## config.mk

```make
export PLATFORM = sky130hd
export DESIGN_NAME = upf_rx
export DESIGN_NICKNAME = d
export VERILOG_FILES = /design/src/rtl/upf_pkg.sv /design/src/rtl/upf_line_in.sv /design/src/rtl/upf_bit_ctrl.sv /design/src/rtl/upf_frame_dec.sv /design/src/rtl/upf_result_bank.sv /design/src/rtl/upf_rx.sv
export SDC_FILE = /design/constraint.sdc
export NUM_CORES = 1
export LEC_CHECK = 0
export ABC_AREA = 0
export BUFFER_PORTS_ARGS = -buffer_cell sky130_fd_sc_hd__buf_2
export CAP_MARGIN = 10
export CORE_ASPECT_RATIO = 0.75
export CORE_UTILIZATION = 49
export DETAILED_ROUTE_END_ITERATION = 10
export PLACE_DENSITY = 0.75
export SKIP_CTS_REPAIR_TIMING = 1
export SLEW_MARGIN = 20
export SYNTH_ARGS = -nofsm -noshare
export SYNTH_HDL_FRONTEND = slang
export SYNTH_SLANG_ARGS = --single-unit
```

## constraint.sdc

```tcl
create_clock -name clk -period 2.2 [get_ports clk]
set_input_delay 0.44 -clock clk [delete_from_list [all_inputs] [get_ports clk]]
set_output_delay 0.44 -clock clk [all_outputs]
set_load 0.1 [all_outputs]
```

## src/rtl/upf_pkg.sv

```systemverilog
package upf_pkg;

   typedef enum logic {
      RX_IDLE = 1'b0,
      RX_BUSY = 1'b1
   } rx_state_e;

   localparam int STOP_BITS = 2;

   // start + address + data + parity + stop bits
   function automatic int frame_len(input int addr_w, input int data_w);
      return 1 + addr_w + data_w + 1 + STOP_BITS;
   endfunction

endpackage

```

## src/rtl/upf_line_in.sv

```systemverilog
module upf_line_in #(
   parameter int SYNC_STAGES = 1
) (
   input  logic clk,
   input  logic rst_n,
   input  logic pin,
   input  logic invert,
   output logic line,
   output logic fall
);

   logic                   si;
   logic [SYNC_STAGES-1:0] chain;
   logic                   prev;

   assign si = pin ^ invert;

   generate
      if (SYNC_STAGES == 1) begin : g_single
         always_ff @(posedge clk or negedge rst_n) begin
            if (!rst_n) chain <= '1;
            else        chain <= si;
         end
      end else begin : g_chain
         always_ff @(posedge clk or negedge rst_n) begin
            if (!rst_n) chain <= '1;
            else        chain <= {chain[SYNC_STAGES-2:0], si};
         end
      end
   endgenerate

   always_ff @(posedge clk or negedge rst_n) begin
      if (!rst_n) prev <= 1'b1;
      else        prev <= chain[SYNC_STAGES-1];
   end

   assign line = chain[SYNC_STAGES-1];
   assign fall = prev & ~line;

endmodule

```

## src/rtl/upf_bit_ctrl.sv

```systemverilog
module upf_bit_ctrl
   import upf_pkg::*;
#(
   parameter int OVS        = 16,
   parameter int SAMPLE_PT  = 8,
   parameter int FRAME_BITS = 16,
   parameter int CNT_W      = 5
) (
   input  logic                  clk,
   input  logic                  rst_n,
   input  logic                  line,
   input  logic                  fall,
   output logic [CNT_W-1:0]      prog_cnt,
   output logic                  frame_end,
   output logic [FRAME_BITS-1:0] frame
);

   localparam int TICK_W = (OVS > 1) ? $clog2(OVS) : 1;
   localparam logic [TICK_W-1:0] TICK_SAMPLE = TICK_W'(SAMPLE_PT);
   localparam logic [TICK_W-1:0] TICK_LAST   = TICK_W'(OVS - 1);
   localparam logic [CNT_W-1:0]  CNT_LOAD    = CNT_W'(FRAME_BITS);

   rx_state_e             state;
   logic [TICK_W-1:0]     tick;
   logic [CNT_W-1:0]      cnt;
   logic                  samp;
   logic [FRAME_BITS-1:0] shreg;
   logic                  cell_end;

   assign cell_end  = (state == RX_BUSY) && (tick == TICK_LAST);
   assign frame_end = cell_end && (cnt == CNT_W'(1));
   assign frame     = {shreg[FRAME_BITS-2:0], samp};
   assign prog_cnt  = cnt;

   always_ff @(posedge clk or negedge rst_n) begin
      if (!rst_n) begin
         state <= RX_IDLE;
         tick  <= '0;
         cnt   <= '0;
         samp  <= 1'b1;
         shreg <= '0;
      end else begin
         unique case (state)
            RX_IDLE: begin
               if (fall) begin
                  // the detection cycle counts as tick 0 of the start cell
                  state <= RX_BUSY;
                  tick  <= TICK_W'(1);
                  cnt   <= CNT_LOAD;
               end
            end
            RX_BUSY: begin
               if (tick == TICK_SAMPLE) samp <= line;
               if (cell_end) begin
                  tick  <= '0;
                  shreg <= frame;
                  cnt   <= cnt - CNT_W'(1);
                  if (cnt == CNT_W'(1)) state <= RX_IDLE;
               end else begin
                  tick <= tick + TICK_W'(1);
               end
            end
            default: state <= RX_IDLE;
         endcase
      end
   end

endmodule

```

## src/rtl/upf_frame_dec.sv

```systemverilog
module upf_frame_dec
   import upf_pkg::*;
#(
   parameter int ADDR_W = 4,
   parameter int DATA_W = 8,
   parameter int SEL_W  = 2
) (
   input  logic [frame_len(ADDR_W, DATA_W)-1:0] frame,
   output logic [SEL_W-1:0]                     sel,
   output logic [ADDR_W-SEL_W-1:0]              lab,
   output logic [DATA_W-1:0]                    data,
   output logic                                 rxpar,
   output logic                                 calcpar,
   output logic                                 perr
);

   localparam int FB       = frame_len(ADDR_W, DATA_W);
   localparam int LOW_W    = ADDR_W - SEL_W;
   localparam int A_MSB    = FB - 2;
   localparam int D_MSB    = A_MSB - ADDR_W;
   localparam int PAR_POS  = STOP_BITS;

   logic              start_bit;
   logic [ADDR_W-1:0] addr;
   logic [STOP_BITS-1:0] stops;

   assign start_bit = frame[FB-1];
   assign addr      = frame[A_MSB -: ADDR_W];
   assign data      = frame[D_MSB -: DATA_W];
   assign rxpar     = frame[PAR_POS];
   assign stops     = frame[STOP_BITS-1:0];

   assign sel     = addr[ADDR_W-1 -: SEL_W];
   assign lab     = addr[LOW_W-1:0];
   assign calcpar = ^{addr, data};
   assign perr    = (calcpar ^ rxpar) | start_bit | ~(&stops);

endmodule

```

## src/rtl/upf_result_bank.sv

```systemverilog
module upf_result_bank #(
   parameter int SEL_W  = 2,
   parameter int LOW_W  = 2,
   parameter int DATA_W = 8,
   localparam int NREG  = 1 << SEL_W
) (
   input  logic                   clk,
   input  logic                   rst_n,
   input  logic                   wr,
   input  logic [SEL_W-1:0]       sel,
   input  logic [LOW_W-1:0]       lab,
   input  logic [DATA_W-1:0]      data,
   input  logic                   rxpar,
   input  logic                   calcpar,
   input  logic                   perr,
   input  logic [NREG-1:0]        clr,
   output logic [NREG-1:0]        res_valid,
   output logic [NREG*LOW_W-1:0]  res_lab,
   output logic [NREG*DATA_W-1:0] res_data,
   output logic [NREG-1:0]        res_rxpar,
   output logic [NREG-1:0]        res_calcpar,
   output logic [NREG-1:0]        res_perr
);

   generate
      for (genvar i = 0; i < NREG; i++) begin : g_slot
         logic              load;
         logic              v_q;
         logic [LOW_W-1:0]  lab_q;
         logic [DATA_W-1:0] data_q;
         logic              rp_q;
         logic              cp_q;
         logic              pe_q;

         assign load = wr && (sel == SEL_W'(i));

         always_ff @(posedge clk or negedge rst_n) begin
            if (!rst_n) begin
               v_q    <= 1'b0;
               lab_q  <= '0;
               data_q <= '0;
               rp_q   <= 1'b0;
               cp_q   <= 1'b0;
               pe_q   <= 1'b0;
            end else if (load) begin
               // a write beats a simultaneous clear
               v_q    <= 1'b1;
               lab_q  <= lab;
               data_q <= data;
               rp_q   <= rxpar;
               cp_q   <= calcpar;
               pe_q   <= perr;
            end else if (clr[i]) begin
               v_q <= 1'b0;
            end
         end

         assign res_valid[i]                 = v_q;
         assign res_lab[i*LOW_W +: LOW_W]    = lab_q;
         assign res_data[i*DATA_W +: DATA_W] = data_q;
         assign res_rxpar[i]                 = rp_q;
         assign res_calcpar[i]               = cp_q;
         assign res_perr[i]                  = pe_q;
      end
   endgenerate

endmodule

```

## src/rtl/upf_rx.sv

```systemverilog
module upf_rx
   import upf_pkg::*;
#(
   parameter int ADDR_W      = 4,
   parameter int DATA_W      = 8,
   parameter int SEL_W       = 2,
   parameter int OVS         = 16,
   parameter int SAMPLE_PT   = 8,
   parameter int SYNC_STAGES = 1,
   localparam int NREG       = 1 << SEL_W,
   localparam int LOW_W      = ADDR_W - SEL_W,
   localparam int FRAME_BITS = frame_len(ADDR_W, DATA_W),
   localparam int CNT_W      = $clog2(FRAME_BITS + 1)
) (
   input  logic                   clk,
   input  logic                   rst_n,
   input  logic                   sdi,
   input  logic                   sdi_invert,
   input  logic [NREG-1:0]        clr,
   output logic [NREG-1:0]        res_valid,
   output logic [NREG*LOW_W-1:0]  res_lab,
   output logic [NREG*DATA_W-1:0] res_data,
   output logic [NREG-1:0]        res_rxpar,
   output logic [NREG-1:0]        res_calcpar,
   output logic [NREG-1:0]        res_perr,
   output logic [CNT_W-1:0]       prog_cnt,
   output logic                   rx_done
);

   generate
      if (SEL_W < 1 || LOW_W < 1) begin : g_bad_addr
         $error("upf_rx: SEL_W must be at least 1 and below ADDR_W");
      end
      if (DATA_W < 1) begin : g_bad_data
         $error("upf_rx: DATA_W must be positive");
      end
      if (OVS < 4) begin : g_bad_ovs
         $error("upf_rx: OVS must be at least 4");
      end
      if (SAMPLE_PT < 1 || SAMPLE_PT > OVS - 2) begin : g_bad_sample
         $error("upf_rx: SAMPLE_PT must lie in 1 .. OVS-2");
      end
      if (SYNC_STAGES < 1) begin : g_bad_sync
         $error("upf_rx: SYNC_STAGES must be at least 1");
      end
   endgenerate

   logic                  line;
   logic                  fall;
   logic                  frame_end;
   logic [FRAME_BITS-1:0] frame;
   logic [SEL_W-1:0]      d_sel;
   logic [LOW_W-1:0]      d_lab;
   logic [DATA_W-1:0]     d_data;
   logic                  d_rxpar;
   logic                  d_calcpar;
   logic                  d_perr;

   upf_line_in #(
      .SYNC_STAGES (SYNC_STAGES)
   ) u_line (
      .clk    (clk),
      .rst_n  (rst_n),
      .pin    (sdi),
      .invert (sdi_invert),
      .line   (line),
      .fall   (fall)
   );

   upf_bit_ctrl #(
      .OVS        (OVS),
      .SAMPLE_PT  (SAMPLE_PT),
      .FRAME_BITS (FRAME_BITS),
      .CNT_W      (CNT_W)
   ) u_ctrl (
      .clk       (clk),
      .rst_n     (rst_n),
      .line      (line),
      .fall      (fall),
      .prog_cnt  (prog_cnt),
      .frame_end (frame_end),
      .frame     (frame)
   );

   upf_frame_dec #(
      .ADDR_W (ADDR_W),
      .DATA_W (DATA_W),
      .SEL_W  (SEL_W)
   ) u_dec (
      .frame   (frame),
      .sel     (d_sel),
      .lab     (d_lab),
      .data    (d_data),
      .rxpar   (d_rxpar),
      .calcpar (d_calcpar),
      .perr    (d_perr)
   );

   upf_result_bank #(
      .SEL_W  (SEL_W),
      .LOW_W  (LOW_W),
      .DATA_W (DATA_W)
   ) u_bank (
      .clk         (clk),
      .rst_n       (rst_n),
      .wr          (frame_end),
      .sel         (d_sel),
      .lab         (d_lab),
      .data        (d_data),
      .rxpar       (d_rxpar),
      .calcpar     (d_calcpar),
      .perr        (d_perr),
      .clr         (clr),
      .res_valid   (res_valid),
      .res_lab     (res_lab),
      .res_data    (res_data),
      .res_rxpar   (res_rxpar),
      .res_calcpar (res_calcpar),
      .res_perr    (res_perr)
   );

   always_ff @(posedge clk or negedge rst_n) begin
      if (!rst_n) rx_done <= 1'b0;
      else        rx_done <= frame_end;
   end

endmodule

```

==> flow_metrics.env <==
export IMPL_rsz0062_at_grt="yes"
export IMPL_nNetsFinal=369
export IMPL_dr_pass1_iters=4
export IMPL_num_vias=2269
export IMPL_ios=70
export IMPL_initial_utilization_pct=51.99
export IMPL_grt_max_degree=42
export IMPL_grt_pass1_vias=2265
export IMPL_synth_area_sq_um=3636
export IMPL_fmax_mhz=471.4
export IMPL_die_x_microns=101.5
export IMPL_path_max_fanout=13
export IMPL_syn_inst=292
export IMPL_post_dp_hpwl_microns=4623
export IMPL_leakage_nw=2.360
export IMPL_antenna_cells=0
export IMPL_final_core_util_pct=61.34
export IMPL_drtIter0Drc=67
export IMPL_yosys_warnings=0
export IMPL_tns_ns=0
export IMPL_clk_path_buf_depth=2
export IMPL_end_kind="register"
export IMPL_wl_per_cell_microns=14.73
export IMPL_grt_usage_pct=19.17
export IMPL_via_per_inst=4.976
export IMPL_slowest_stage="dfrtp_1"
export IMPL_finalSetupViolCount=0
export IMPL_wirelength_microns=6718
export IMPL_final_max_slew_violation_count=0
export IMPL_drive_gt1_share_pct=38.55
export IMPL_ir_drop_mv=0.5068
export IMPL_final_common_cell="dfrtp_1"
export IMPL_netlist_top_cell_by_area="dfrtp_1"
export IMPL_coreArea_sq_um=6994
export IMPL_drc_errors=0
export IMPL_hold_ws_ns=0.06041
export IMPL_cts_tree="built"
export IMPL_grt_pass1_wl_microns=11260
export IMPL_cts_buffers_inserted=9
export IMPL_antenna_found_initial=0
export IMPL_grt_ovfl_total=0
export IMPL_critPathMaxStageDelay_ns=0.40
export IMPL_yosysSeqAreaShare_pct=58.60
export IMPL_synth_area_leaders="dfrtp_1, mux2_2, mux2_1, nand2_1, buf_4"
export IMPL_syn_avg_cell_area_sq_um=12.45
export IMPL_fin_crit_ns=2.121
export IMPL_hold_path_class="input pin to asynchronous set/reset pin"
export IMPL_worstPathRequired_ns=2.43
export IMPL_final_cell_mix="dfrtp_1, buf_2, nand2_1, mux2_2, mux2_1"
export IMPL_p_per_area_nw_per_um2=931.9
export IMPL_ys_ff_latch=85
export IMPL_hold_viol_final=0
export IMPL_critPathKind="register to register"
export IMPL_numPortBuffers=69
export IMPL_fp_dieH_microns=76.60
export IMPL_synth_cell_types=33
export IMPL_ant_nets=0
export IMPL_h_tree_depth=3
export IMPL_outcome="finished, final reports clean"
export IMPL_dieArea_sq_um=7772
export IMPL_synth_nets=308
export IMPL_layout_area_overhead_vs_synth_pct=18.00
export IMPL_gp_congestion=0.7888
export IMPL_crit_path_cell_trace="ha_1 > nand4_1 > nor4_2 > buf_4 > nand2_2 > mux2_1"
export IMPL_cts_clk_slew_worst_paths_ns=0.10
export IMPL_clk_latency_ns=0.36
export IMPL_numClockSinks=85
export IMPL_maxCapViolCount=0
export IMPL_synth_top_cell_area_share_pct=56.43
export IMPL_worstSetupStartpointType="register"
export IMPL_fillers=555
export IMPL_skew_ns=0.01386
export IMPL_relSlewSlack_pct=60.19
export IMPL_rows=26
export IMPL_worst_slew_pin_slew_ns=0.5972
export IMPL_crit_arrival_ns=2.35
export IMPL_root_buffer="clkbuf_8"
export IMPL_fin_crit_sh_pct=96.43
## cell families after synthesis
| logic type | after synthesis | synth area share (%) |
|---|---|---|
| compound gates | 28 | 4.440 |
| xor+xnor | 13 | 4.301 |
| fa+ha+maj | 8 | 2.753 |
| buf+inv | 40 | 5.987 |
| flops | 85 | 58.60 |
| mux | 49 | 15.18 |
| simple gates | 69 | 8.740 |
## worst max-delay path: cells and delay by family (launching register included)
kind / cells / cell delay, ns
fa+ha+maj: 1 / 0.24
simple gates: 3 / 0.70
buf+inv: 1 / 0.25
mux: 1 / 0.40
flops: 1 / 0.40
## state kept, by name (all words and copies together) (netlist names)
register              cells
u_ctrl.samp               1
u_line.prev               1
u_ctrl.state              1
u_ctrl.shreg             15
u_ctrl.tick               4
u_bank.g_slot.cp_q        4
u_bank.g_slot.lab_q       8
u_ctrl.prog_cnt           5
u_bank.g_slot.v_q         4
u_bank.g_slot.data_q     32
u_line.line               1
rx_done                   1
u_bank.g_slot.pe_q        4
u_bank.g_slot.rp_q        4
## Yosys cell counts
cell and number:
a31o_2 1, nor3_1 1, nand2b_1 3, nor2_1 6, mux2_2 31, mux2_1 18, dfrtp_1 82, xnor2_1 6
buf_4 17, a21oi_1 6, nor4_2 2, nand3_1 3, nand2_2 2, clkbuf_1 6, xor2_1 4, and3_1 1
nand4_1 2, ha_1 8, buf_1 1, or4_1 2, xnor3_2 1, a31oi_1 1, nand2_1 45, xnor3_1 2
inv_1 13, buf_2 3, a21o_1 1, dfstp_2 3, o21ai_0 15, a41oi_1 3, and4_1 1, nand3b_1 1
o21a_1 1
## worst paths after layout
path | startpoint | end | slack (ns) | cells past startpoint
min in group clk | sdi | u_line.line$_DFF_PN1_ | 0.22 | 2
worst max-delay path | u_ctrl.tick[1]$_DFFE_PN0P_ | u_bank.g_slot[1].rp_q$_DFFE_PN0P_ | 0.08 | 6
worst max register to register | u_ctrl.tick[1]$_DFFE_PN0P_ | u_bank.g_slot[1].rp_q$_DFFE_PN0P_ | 0.08 | 6
worst min-delay path | rst_n | u_bank.g_slot[3].lab_q[0]$_DFFE_PN0P_ | 0.06 | 1
worst min register to register | u_line.line$_DFF_PN1_ | u_line.prev$_DFF_PN1_ | 0.38 | 0
max in group asynchronous | rst_n | u_bank.g_slot[1].data_q[7]$_DFFE_PN0P_ | 1.54 | 2
## metal layers
metal | up-vias | GRT usage, % | share of wire (%)
met4 | 0 | 6.087 | 1.4
met1 | 1126 | 27.41 | 50
met5 | - | 0 | 0
met2 | 52 | 28.30 | 45
met3 | 8 | 5.413 | 4.4
li1 | 1083 | - | -
## power breakdown
group          total (mW)  leakage (nW)  switching (mW)  internal, mW
Sequential           1.85          1.15           0.152          1.70
Combinational       0.902          1.10           0.666         0.236
Clock                1.25         0.112           0.590         0.657
## final cells by class
cell class | count | area [sq um] | share of cell area [%]
clock buffer | 9 | 123.9 | 2.887
timing repair buffer | 77 | 445.4 | 10.38
inverter | 13 | 48.80 | 1.137
clock inverter | 7 | 105.1 | 2.450
sequential | 85 | 2135 | 49.75
tap | 98 | 122.6 | 2.858
multi-input combinational | 167 | 1310 | 30.53
## through the flow
step / setup slack [ns] / area, sq um / instances / total power, mW
5_1_grt: -0.05554 / 4290 / 456 / 4.189
3_5_place_dp: 0.02502 / 4040 / 439 / 2.790
4_1_cts: 0.003319 / 4269 / 455 / 4.033
3_3_place_gp: 0.1000 / 4040 / 439 / 2.772
6_report: 0.07853 / 4290 / 456 / 3.998
2_1_floorplan: 0.02077 / 3640 / 292 / 2.592
(Power assumes the default switching activity.)
